`src/rtl/slotmap_pkg.sv`:
```
// Package: shared field widths, register numbers and window record types
// for the slot window mapper. Assumes 4 KiB pages and a 24-bit system bus.
package slotmap_pkg;
    localparam int FIELD_W    = 12;                 // page field width
    localparam int PAGE_SHIFT = 12;                 // 4 KiB pages
    localparam int SYS_AW     = FIELD_W + PAGE_SHIFT;
    localparam int IO_AW      = 16;
    localparam int SLOT_W     = 2;                  // index bits [7:6]
    localparam int REG_W      = 6;                  // index bits [5:0]
    localparam int REG_N      = 1 << REG_W;

    localparam logic [REG_W-1:0] REG_WIN_EN  = 6'h06;
    localparam logic [REG_W-1:0] REG_IO_CTL  = 6'h07;
    localparam int               IO_BASE     = 8;
    localparam int               IO_STRIDE   = 4;
    localparam int               MEM_BASE    = 16;
    localparam int               MEM_STRIDE  = 8;
    localparam int               IO_EN_BIT0  = 6;

    typedef struct packed {
        logic               en;
        logic               wide;
        logic               attr;
        logic [FIELD_W-1:0] start;
        logic [FIELD_W-1:0] stop;
        logic [FIELD_W-1:0] offs;
    } mem_win_t;

    typedef struct packed {
        logic             en;
        logic             wide;
        logic [IO_AW-1:0] lo;
        logic [IO_AW-1:0] hi;
    } io_win_t;

    // True for register numbers that hold storage in a slot.
    function automatic logic reg_is_impl(input logic [REG_W-1:0] r,
                                         input int n_mem, input int n_io);
        int v;
        v = int'(r);
        if (v == int'(REG_WIN_EN) || v == int'(REG_IO_CTL)) return 1'b1;
        if (v >= IO_BASE && v < IO_BASE + IO_STRIDE * n_io) return 1'b1;
        if (v >= MEM_BASE && v < MEM_BASE + MEM_STRIDE * n_mem && (v % MEM_STRIDE) < 6)
            return 1'b1;
        return 1'b0;
    endfunction
endpackage

```
`src/rtl/slotmap_slot_regs.sv`:
```
// Module: register file of one slot. Stores the bytes of implemented
// registers only, serves byte reads, and unpacks window fields.
// Assumes NUM_MEM_WIN <= 5 and NUM_IO_WIN <= 2 so the map fits 64 bytes.
module slotmap_slot_regs
    import slotmap_pkg::*;
#(
    parameter int NUM_MEM_WIN = 5,
    parameter int NUM_IO_WIN  = 2
) (
    input  logic                        clk,
    input  logic                        rst_n,
    input  logic                        wr_en,
    input  logic [REG_W-1:0]            reg_idx,
    input  logic [7:0]                  wdata,
    output logic [7:0]                  rdata,
    output mem_win_t [NUM_MEM_WIN-1:0]  mem_win,
    output io_win_t  [NUM_IO_WIN-1:0]   io_win
);
    logic [7:0] regs_q [REG_N];
    logic       idx_impl;

    assign idx_impl = reg_is_impl(reg_idx, NUM_MEM_WIN, NUM_IO_WIN);

    // Byte storage: cleared by reset, written only at implemented indexes.
    always_ff @(posedge clk) begin
        if (!rst_n) begin
            for (int i = 0; i < REG_N; i++) regs_q[i] <= '0;
        end else if (wr_en && idx_impl) begin
            regs_q[reg_idx] <= wdata;
        end
    end

    // Read path: unwritten (unimplemented) bytes stay zero.
    assign rdata = regs_q[reg_idx];

    // Memory window field unpacking, one block per window.
    for (genvar w = 0; w < NUM_MEM_WIN; w++) begin : g_mem
        localparam int B = MEM_BASE + MEM_STRIDE * w;
        assign mem_win[w].start = {regs_q[B+1][3:0], regs_q[B]};
        assign mem_win[w].stop  = {regs_q[B+3][3:0], regs_q[B+2]};
        assign mem_win[w].offs  = {regs_q[B+5][3:0], regs_q[B+4]};
        assign mem_win[w].wide  = regs_q[B+1][7];
        assign mem_win[w].attr  = regs_q[B+5][6];
        assign mem_win[w].en    = regs_q[REG_WIN_EN][w];
    end

    // I/O window field unpacking, one block per window.
    for (genvar w = 0; w < NUM_IO_WIN; w++) begin : g_io
        localparam int B = IO_BASE + IO_STRIDE * w;
        assign io_win[w].lo   = {regs_q[B+1], regs_q[B]};
        assign io_win[w].hi   = {regs_q[B+3], regs_q[B+2]};
        assign io_win[w].en   = regs_q[REG_WIN_EN][IO_EN_BIT0 + w];
        assign io_win[w].wide = regs_q[REG_IO_CTL][w];
    end

    // an index without storage never returns a nonzero byte.
    p_unimpl_zero_r2: assert property (@(posedge clk) disable iff (!rst_n)
        !idx_impl |-> rdata == 8'h00);
endmodule

```
`src/rtl/slotmap_mem_decode.sv`:
```
// Module: memory lookup across all slots and windows. Compares the page
// against every enabled window, picks the lowest slot/window, and adds
// that window's offset once after selection. Purely combinational; the
// clock and reset feed only the assertions.
module slotmap_mem_decode
    import slotmap_pkg::*;
#(
    parameter int NUM_SLOTS   = 2,
    parameter int NUM_MEM_WIN = 5,
    parameter int WIN_W       = 3
) (
    input  logic                                  clk,
    input  logic                                  rst_n,
    input  mem_win_t [NUM_SLOTS*NUM_MEM_WIN-1:0]  wins,
    input  logic [SYS_AW-1:0]                     sys_addr,
    output logic                                  hit,
    output logic [SLOT_W-1:0]                     slot,
    output logic [WIN_W-1:0]                      win,
    output logic [SYS_AW-1:0]                     card_addr,
    output logic                                  attr,
    output logic                                  wide
);
    localparam int N = NUM_SLOTS * NUM_MEM_WIN;

    logic [FIELD_W-1:0] page;
    logic [FIELD_W-1:0] sel_offs;
    logic [N-1:0]       match;
    logic [N-1:0]       en_vec;

    assign page = sys_addr[SYS_AW-1:PAGE_SHIFT];

    // Per-window inclusive range compare.
    for (genvar i = 0; i < N; i++) begin : g_cmp
        assign en_vec[i] = wins[i].en;
        assign match[i]  = wins[i].en && (page >= wins[i].start) && (page <= wins[i].stop);
    end

    // Priority pick: scanning downward lets the lowest index win.
    always_comb begin
        hit      = 1'b0;
        slot     = '0;
        win      = '0;
        sel_offs = '0;
        attr     = 1'b0;
        wide     = 1'b0;
        for (int i = N - 1; i >= 0; i--) begin
            if (match[i]) begin
                hit      = 1'b1;
                slot     = SLOT_W'(i / NUM_MEM_WIN);
                win      = WIN_W'(i % NUM_MEM_WIN);
                sel_offs = wins[i].offs;
                attr     = wins[i].attr;
                wide     = wins[i].wide;
            end
        end
    end

    // Translation: a single wrap-around adder on the selected offset.
    assign card_addr = {page + sel_offs, sys_addr[PAGE_SHIFT-1:0]};

    // with every window disabled nothing may hit.
    p_all_off_no_hit_r4: assert property (@(posedge clk) disable iff (!rst_n)
        (en_vec == '0) |-> !hit);
    // the byte offset within the page passes through unchanged.
    p_low_bits_kept_r5: assert property (@(posedge clk) disable iff (!rst_n)
        hit |-> card_addr[PAGE_SHIFT-1:0] == sys_addr[PAGE_SHIFT-1:0]);
endmodule

```
`src/rtl/slotmap_io_decode.sv`:
```
// Module: I/O port lookup across all slots and I/O windows, no address
// translation. Lowest slot and window win on overlap. Combinational;
// clock and reset feed only the assertions.
module slotmap_io_decode
    import slotmap_pkg::*;
#(
    parameter int NUM_SLOTS  = 2,
    parameter int NUM_IO_WIN = 2,
    parameter int IO_WIN_W   = 1
) (
    input  logic                                clk,
    input  logic                                rst_n,
    input  io_win_t [NUM_SLOTS*NUM_IO_WIN-1:0]  wins,
    input  logic [IO_AW-1:0]                    port_addr,
    output logic                                hit,
    output logic [SLOT_W-1:0]                   slot,
    output logic [IO_WIN_W-1:0]                 win,
    output logic                                wide
);
    localparam int N = NUM_SLOTS * NUM_IO_WIN;

    logic [N-1:0] match;
    logic [N-1:0] en_vec;

    // Per-window inclusive range compare.
    for (genvar i = 0; i < N; i++) begin : g_cmp
        assign en_vec[i] = wins[i].en;
        assign match[i]  = wins[i].en && (port_addr >= wins[i].lo) && (port_addr <= wins[i].hi);
    end

    // Priority pick, lowest index wins.
    always_comb begin
        hit  = 1'b0;
        slot = '0;
        win  = '0;
        wide = 1'b0;
        for (int i = N - 1; i >= 0; i--) begin
            if (match[i]) begin
                hit  = 1'b1;
                slot = SLOT_W'(i / NUM_IO_WIN);
                win  = IO_WIN_W'(i % NUM_IO_WIN);
                wide = wins[i].wide;
            end
        end
    end

    // disabled I/O windows never decode.
    p_io_all_off_r8: assert property (@(posedge clk) disable iff (!rst_n)
        (en_vec == '0) |-> !hit);
endmodule

```
`src/rtl/slot_window_map.sv`:
```
// Module: top of the slot window mapper. Holds the index register, routes
// data-port accesses to the addressed slot, and joins the memory and I/O
// decoders. Assumes NUM_SLOTS <= 4 (two index bits select the slot).
module slot_window_map
    import slotmap_pkg::*;
#(
    parameter int NUM_SLOTS   = 2,
    parameter int NUM_MEM_WIN = 5,
    parameter int NUM_IO_WIN  = 2
) (
    input  logic              clk,
    input  logic              rst_n,
    input  logic              host_wr,
    input  logic              host_sel_data,
    input  logic [7:0]        host_wdata,
    output logic [7:0]        host_rdata,
    input  logic [23:0]       mem_addr,
    output logic              mem_hit,
    output logic [1:0]        mem_slot,
    output logic [2:0]        mem_win,
    output logic [23:0]       mem_card_addr,
    output logic              mem_attr,
    output logic              mem_wide,
    input  logic [15:0]       io_addr,
    output logic              io_hit,
    output logic [1:0]        io_slot,
    output logic [0:0]        io_win,
    output logic              io_wide
);
    localparam int WIN_W    = $clog2(NUM_MEM_WIN);
    localparam int IO_WIN_W = (NUM_IO_WIN > 1) ? $clog2(NUM_IO_WIN) : 1;

    logic [7:0]              index_q;
    logic [SLOT_W-1:0]       slot_sel;
    logic [REG_W-1:0]        reg_sel;
    logic [7:0]              slot_rd [NUM_SLOTS];
    logic [7:0]              data_rd;
    mem_win_t [NUM_SLOTS*NUM_MEM_WIN-1:0] all_mem;
    io_win_t  [NUM_SLOTS*NUM_IO_WIN-1:0]  all_io;

    assign slot_sel = index_q[7:6];
    assign reg_sel  = index_q[REG_W-1:0];

    // Index register: loaded only by index-port writes.
    always_ff @(posedge clk) begin
        if (!rst_n)                        index_q <= '0;
        else if (host_wr && !host_sel_data) index_q <= host_wdata;
    end

    // One register file per slot, written when the index selects it.
    for (genvar s = 0; s < NUM_SLOTS; s++) begin : g_slot
        slotmap_slot_regs #(
            .NUM_MEM_WIN (NUM_MEM_WIN),
            .NUM_IO_WIN  (NUM_IO_WIN)
        ) u_regs (
            .clk     (clk),
            .rst_n   (rst_n),
            .wr_en   (host_wr && host_sel_data && (slot_sel == SLOT_W'(s))),
            .reg_idx (reg_sel),
            .wdata   (host_wdata),
            .rdata   (slot_rd[s]),
            .mem_win (all_mem[s*NUM_MEM_WIN +: NUM_MEM_WIN]),
            .io_win  (all_io[s*NUM_IO_WIN +: NUM_IO_WIN])
        );
    end

    // Data-port read mux; absent slots read zero.
    always_comb begin
        data_rd = '0;
        for (int s = 0; s < NUM_SLOTS; s++)
            if (slot_sel == SLOT_W'(s)) data_rd = slot_rd[s];
    end

    // Host read: index port or selected register byte.
    assign host_rdata = host_sel_data ? data_rd : index_q;

    slotmap_mem_decode #(
        .NUM_SLOTS   (NUM_SLOTS),
        .NUM_MEM_WIN (NUM_MEM_WIN),
        .WIN_W       (WIN_W)
    ) u_mem (
        .clk       (clk),
        .rst_n     (rst_n),
        .wins      (all_mem),
        .sys_addr  (mem_addr),
        .hit       (mem_hit),
        .slot      (mem_slot),
        .win       (mem_win),
        .card_addr (mem_card_addr),
        .attr      (mem_attr),
        .wide      (mem_wide)
    );

    slotmap_io_decode #(
        .NUM_SLOTS  (NUM_SLOTS),
        .NUM_IO_WIN (NUM_IO_WIN),
        .IO_WIN_W   (IO_WIN_W)
    ) u_io (
        .clk       (clk),
        .rst_n     (rst_n),
        .wins      (all_io),
        .port_addr (io_addr),
        .hit       (io_hit),
        .slot      (io_slot),
        .win       (io_win),
        .wide      (io_wide)
    );

    // a data-port write leaves the index untouched.
    p_index_hold_r1: assert property (@(posedge clk) disable iff (!rst_n)
        (host_wr && host_sel_data) |=> $stable(index_q));
    // leaving reset, no lookup reports a hit.
    p_reset_no_hit_r3: assert property (@(posedge clk) disable iff (!rst_n)
        $rose(rst_n) |-> (!mem_hit && !io_hit));
    // out-of-range slot numbers read zero on the data port.
    p_bad_slot_zero_r9: assert property (@(posedge clk) disable iff (!rst_n)
        (host_sel_data && int'(slot_sel) >= NUM_SLOTS) |-> host_rdata == 8'h00);
endmodule

```
`config.mk`:
```
export PLATFORM = sky130hd
export DESIGN_NAME = slot_window_map
export DESIGN_NICKNAME = d
export VERILOG_FILES = /design/src/rtl/slotmap_pkg.sv /design/src/rtl/slotmap_slot_regs.sv /design/src/rtl/slotmap_mem_decode.sv /design/src/rtl/slotmap_io_decode.sv /design/src/rtl/slot_window_map.sv
export SDC_FILE = /design/constraint.sdc
export NUM_CORES = 2
export LEC_CHECK = 0
export ABC_AREA = 0
export BUFFER_PORTS_ARGS = -buffer_cell sky130_fd_sc_hd__buf_2
export CAP_MARGIN = 40
export CORE_MARGIN = 2
export CORE_UTILIZATION = 65
export CTS_BUF_LIST = sky130_fd_sc_hd__clkbuf_16
export DETAILED_ROUTE_END_ITERATION = 7
export GPL_TIMING_DRIVEN = 0
export PLACE_DENSITY = 0.82
export RECOVER_POWER = 25
export SLEW_MARGIN = 20
export SYNTH_ARGS = -nofsm -noshare
export SYNTH_HDL_FRONTEND = slang
export SYNTH_HIERARCHICAL = 1
export SYNTH_SLANG_ARGS = --single-unit
```
`constraint.sdc`:
```
create_clock -name clk -period 9.4 [get_ports clk]
set_input_delay 0.47 -clock clk [delete_from_list [all_inputs] [get_ports clk]]
set_output_delay 0.47 -clock clk [all_outputs]
set_load 0.02 [all_outputs]
```
Word level (Yosys, flattened, before mapping)
Memory sizes are Yosys's and may differ from the RTL's. A register that Yosys moved wholly into a read port is not among the register bits. Cells that the tools add are included.

Bits in registers: 8. RAM bits: 1024. Input bits: 52. Output and inout bits: 45. Logic and storage cells: 189. Memories kept: 2.

Add/sub/neg operators: 1. Magnitude comparators: 33. Equality and inequality tests: 3. Multiplexer cells: 107. Reduce and logical (&&, ||, !) cells: 42.

Memories: g_slot[0].u_regs.regs_q (depth 64, width 8, read ports 41, clocked after Yosys merged registers in 1, wr ports 64, RTL line slotmap_slot_regs.sv:19) `logic [7:0] regs_q [REG_N];`; g_slot[1].u_regs.regs_q (depth 64, width 8, read ports 41, clocked after Yosys merged registers in 1, wr ports 64, RTL line slotmap_slot_regs.sv:19).

Operator list (count): $ge 12x12->1 (10); $le 12x12->1 (10); $mux 12 (10); $mux 1 (76); $ge 16x16->1 (4); $le 16x16->1 (4); $mux 8 (5); $logic_and 1x1->1 (37); $mux 6 (6); $mux 3 (10); $reduce_or 8->1 (2); $add 12x12->12 (1); $eq 6x4->1 const B (2); $ge 6x4->1 const B (1); $ge 6x5->1 const B (1); $lt 6x5->1 const B (1); $lt 6x6->1 const B (1); $lt 3x3->1 const B (1); $eq 2x1->1 const B (1); $logic_not 2->1 (1); $logic_not 1->1 (1); $logic_or 1x1->1 (1).

Depth between registers and ports, before layout
Depth in word-level cells: 15. Mapped depth: 26. Mapped depth without buffers: 23.

By module
The synthesis kept the hierarchy.

By module, submodules not included: slotmap_slot_regs (instances 2, cells an instance 1612, area each 23319.9 um^2, seq. area each 15374.7 um^2); slotmap_mem_decode (instances 1, cells an instance 1137, area each 7886.3 um^2, seq. area each 0.0 um^2); slotmap_io_decode (instances 1, cells an instance 447, area each 3278.1 um^2, seq. area each 0.0 um^2); slot_window_map (instances 1, cells an instance 57, area each 531.8 um^2, seq. area each 160.2 um^2).

Worst setup path before layout
OpenSTA, ideal clock, no wires.

Kind: input port to output port. Start point: in mem_addr[12]. End point: out mem_card_addr[22]. Data arrival time: 5.228 ns. Required time: 8.930 ns. Path slack: 3.702 ns. Stages: 25. Buffers on the path: 2. Cells stage by stage: inv_1 ha_1 nand2b_1 a2111oi_0 nor4_1 o32a_1 buf_2 nor2b_2 buf_4 a221oi_1 nor3_1 o211ai_1 a32oi_1 ha_1 inv_1 fa_1 nor2b_1 o21ai_0 a21boi_0 o21ai_0 a21boi_0 o21ai_0 a21boi_0 nor3_1 a311o_1.

Cells in the longest elaborated chain, start to end: 14. Elaborated cells on any way between the ends: 51. Classes of those cells: add/sub: 1; order compare: 20; mux: 10; reduce/logical: 20.

Ends and longest elaborated chain: start, declared (RTL line slot_window_map.sv:17) `input logic [23:0] mem_addr,`; $ge 12x12->1 (RTL line slotmap_mem_decode.sv:35) `assign match[i] = wins[i].en && (page >= wins[i].start) && (page <= wins[i].stop);`; $logic_and 1x1->1 (2 in a row) (RTL line slotmap_mem_decode.sv:35); $mux 12 (10 in a row) (RTL line slotmap_mem_decode.sv:47) `if (match[i]) begin`; $add 12x12->12 * (RTL line slotmap_mem_decode.sv:59) `assign card_addr = {page + sel_offs, sys_addr[PAGE_SHIFT-1:0]};`; end, declared (RTL line slot_window_map.sv:21) `output logic [23:0] mem_card_addr,`.

Every way passes the cells marked *; elsewhere a longest branch is shown, timed or not.

==> impl_metrics.yaml <==
sta:
  hold_viol: 0
  final.setup_skew_ns: 0.0331
  max_slew.worst_pin.slew_ns: 1.46
  report.final.slew_viol_count: 0
  setup-tns-final_ns: 0
  timing.final.crit_period_ns: 8.01
  grt_setup_unrepaired: "false"
  timing.slew.headroom: 0.0252
  finalCritPeriodShare: 0.852
  final_setup_violation_count: 0
  post-route-worst-setup-slack_ns: 1.39
  fmax_ghz: 0.125
setup_path:
  slowest_stage_cell_crit_path: "sky130_fd_sc_hd__a32oi_1"
  critical_path.n_buffers_inverters: 6
  worstPathMaxFanout: 10
  criticalPathCategory: "reg -> out"
  critPathTopFamily: "compound AO/OA/AOI/OAI gates"
  worst_setup_path_start_kind: "register"
  slowest_delay_ns: 0.62
  reg2regPathDepth: 10
  regToRegStartpoint: "index_q[2]$_SDFFE_PN0P_"
  endpoint_kind: "primary output"
  timing.critical_path.required_ns: 8.93
  worst_r2r_endpoint: "g_slot[1].u_regs/regs_q[19][0]$_SDFFCE_PN0P_"
  cp_data_arrival_time_ns: 7.54
  rrSetupSlack_ns: 4.22
clock_network:
  h-tree-depth: 3
  cts_tree: "done"
  clkSinkCount: 1032
  cts.repair.resized: 0
  cts.reportedPaths.clkPinSlew_ns: 0.07
  cts-root-to-sink-buffers: 3
  cts_hold_repair.buffers: 0
  insertion_delay_ns: 0.73
  clock_tree.root_cell: "sky130_fd_sc_hd__clkbuf_16"
  cts_made_buffers: 108
  post_cts_setup_driven_buffer_insertion_count: 0
drt:
  number_of_remaining_drc_errors: 5
  via_count: 48100
  postRouteWirelength_mm: 243
  drt_first_iter_violations: 10100
  route.antenna.remaining_nets: 0
  via_per_inst: 7.03
  detail_route.wl_per_cell_um: 35.5
  detailedRoute.firstPassIterationCount: 8
global_routing:
  grt.met1_usage: 0.679
  grt.busiest_layer: "met2"
  grt_use_total: 0.518
  use_met2: 0.692
  grt_pass1_wl_mm: 326
  number_of_global_route_vias_before_repair: 44900
  grt_antenna_before_repair: 29
  globalRouteMet3Util: 0.261
  grt_max_degree: 17
  global_route.overflow_total: 0
synthesis:
  synth_top_flop_cell: "sky130_fd_sc_hd__edfxtp_1"
  synth_cell_type_count: 94
  yosys_warnings: 6
  synth-edff-count: 1024
  ys_seq_elements: 1032
  postSynthAreaPerCell_um2: 12.0
  post_synth_instance_area_um2: 58300
  synth_sequential_area_ratio: 0.530
  async_reset_ff_frac: 0
  post_synth_inst_count: 4865
status:
  outcome: "complete, but fails checks"
  violations: "design-rule violations"
floorplan:
  rows: 109
  die_y_um: 304
  io_pins: 97
  start_util: 0.658
  core_region_area_um2: 88600
  die_area_um2: 92200
  die_boundary_width_um: 304
finish:
  layout_common_cells: "sky130_fd_sc_hd__edfxtp_1 (1024), sky130_fd_sc_hd__and2_1 (576), sky130_fd_sc_hd__inv_1 (436)"
  mostFrequentLayoutCell: "sky130_fd_sc_hd__edfxtp_1"
  nets_final: 6010
  drive_above_1_share: 0.160
  syn_to_final_growth_pct: 13.9
placed_design:
  dpl_worst_slack_ns: 1.88
  post-dp-hpwl_mm: 178
  port_buffers: 82
  gp_congestion: 1.09
power:
  leak_pwr_nw: 27.0
  totalPowerFinal_mw: 11.6
  peakVddDrop_v: 0.000171
  cellPowerDensity_nw_per_um2: 174
job:
  timing.max_cap.violations: 0
min_path:
  worstHoldPathCells: 3
  min_path_type: "in -> reg"
  hold_start: "host_wdata[7]"
  min_delay_worst_endpoint: "index_q[7]$_SDFFE_PN0P_"
worst max-delay path by stage:
stage                                            startpoint                 to  slack (ns)  cells past startpoint
2_1_floorplan                                  mem_addr[12]  mem_card_addr[22]        3.70                     25
4_1_cts        g_slot[1].u_regs/regs_q[41][3]$_SDFFCE_PN0P_  mem_card_addr[22]        1.63                     26
3_3_place_gp                                   mem_addr[12]  mem_card_addr[22]        1.33                     27
3_5_place_dp                                   mem_addr[13]  mem_card_addr[22]        1.88                     27
6_report       g_slot[1].u_regs/regs_q[41][3]$_SDFFCE_PN0P_  mem_card_addr[22]        1.39                     26
5_1_grt        g_slot[1].u_regs/regs_q[41][3]$_SDFFCE_PN0P_  mem_card_addr[22]        1.01                     26
routing by layer:
metal / wire (um) / share of wire
met1: 82600 / 0.34
met2: 94600 / 0.39
met3: 48400 / 0.20
met4: 17000 / 0.070
met5: 359 / 0.0015
through the flow:
| stage | hold slack (ns) | instance area (um2) | utilization | std cells |
|---|---|---|---|---|
| after floorplan | 0.515 | 59800 | - | 5247 |
| after global placement | 0.537 | 61600 | 0.695 | 6494 |
| after detailed placement | 0.552 | 62700 | 0.707 | 6597 |
| after CTS | 0.269 | 66200 | 0.747 | 6799 |
| after global routing | 0.331 | 66400 | 0.749 | 6836 |
| final | 0.354 | 66400 | 0.749 | 6844 |
kinds of logic after synthesis:
logic type	after synthesis	synth area share
and+or+nand+nor	1358	0.131
DFF	1032	0.530
AOI/OAI and AO/OA	895	0.107
buffers and inverters	876	0.0732
adders and majority gates	380	0.0816
muxes	314	0.0752
xor gates and xnor gates	6	0.000901
other	4	0.000257
layout make-up:
cell class                 count  area [um2]
sequential                  1032       30900
multi-input combinational   3339       24600
fill                        5825       22200
clock buffer                 109        2730
buffer                       453        2640
timing repair buffer         221        1690
inverter                     423        1590
tap                         1165        1460
clock inverter                93         811
antenna                        9        22.5
synth_stat cells, types with 13 or more instances:
cell,count,area share
sky130_fd_sc_hd__inv_1,421,0.027
sky130_fd_sc_hd__a221oi_1,116,0.017
sky130_fd_sc_hd__mux2i_1,102,0.018
sky130_fd_sc_hd__a211oi_1,32,0.0041
sky130_fd_sc_hd__mux4_2,86,0.033
sky130_fd_sc_hd__edfxtp_1,1024,0.53
sky130_fd_sc_hd__and3_1,96,0.010
sky130_fd_sc_hd__nor3_1,50,0.0043
sky130_fd_sc_hd__o221ai_1,14,0.0021
sky130_fd_sc_hd__clkbuf_1,150,0.0097
sky130_fd_sc_hd__o21a_1,13,0.0017
sky130_fd_sc_hd__nand3b_1,13,0.0017
sky130_fd_sc_hd__nor3b_1,19,0.0024
sky130_fd_sc_hd__nand2b_1,59,0.0063
sky130_fd_sc_hd__a22oi_1,86,0.011
sky130_fd_sc_hd__ha_1,379,0.081
sky130_fd_sc_hd__nor2b_1,39,0.0042
sky130_fd_sc_hd__o211ai_1,51,0.0066
sky130_fd_sc_hd__a31oi_1,20,0.0021
sky130_fd_sc_hd__mux2_2,122,0.024
sky130_fd_sc_hd__o22ai_1,38,0.0041
sky130_fd_sc_hd__nand3_1,34,0.0029
sky130_fd_sc_hd__nand4_1,59,0.0063
sky130_fd_sc_hd__o21ai_0,209,0.018
sky130_fd_sc_hd__nor2_1,175,0.011
sky130_fd_sc_hd__a21oi_1,129,0.011
sky130_fd_sc_hd__nand2_1,167,0.011
sky130_fd_sc_hd__o2111ai_1,13,0.0020
sky130_fd_sc_hd__a21o_1,44,0.0057
sky130_fd_sc_hd__and2_1,583,0.063
sky130_fd_sc_hd__buf_2,85,0.0073
sky130_fd_sc_hd__a221o_1,15,0.0026
sky130_fd_sc_hd__buf_4,184,0.024
sky130_fd_sc_hd__buf_6,22,0.0042
power breakdown:
group / switching, mW / total, mW / internal, mW / leakage (nW)
clock network: 1.90 / 4.36 / 2.46 / 1.80
logic: 1.21 / 1.77 / 0.551 / 14.8
registers: 0.132 / 5.43 / 5.30 / 10.4
worst register-to-register path, cell delays in order, from the launching register on:
cell and delay, ns:
sky130_fd_sc_hd__dfxtp_1 0.37, sky130_fd_sc_hd__clkbuf_1 0.66, sky130_fd_sc_hd__clkbuf_1 0.63, sky130_fd_sc_hd__clkbuf_1 1.13, sky130_fd_sc_hd__inv_1 0.26, sky130_fd_sc_hd__buf_2 0.40
sky130_fd_sc_hd__nand2_1 0.26, sky130_fd_sc_hd__clkbuf_1 0.39, sky130_fd_sc_hd__buf_6 0.26, sky130_fd_sc_hd__o21ai_0 0.27, sky130_fd_sc_hd__buf_2 0.30
state kept, by name, indices dropped and copies added, names as in the netlist:
signal / flops
g_slot.u_regs/regs_q: 1024
index_q: 8
Note: power is estimated with default switching activity, not from simulation.
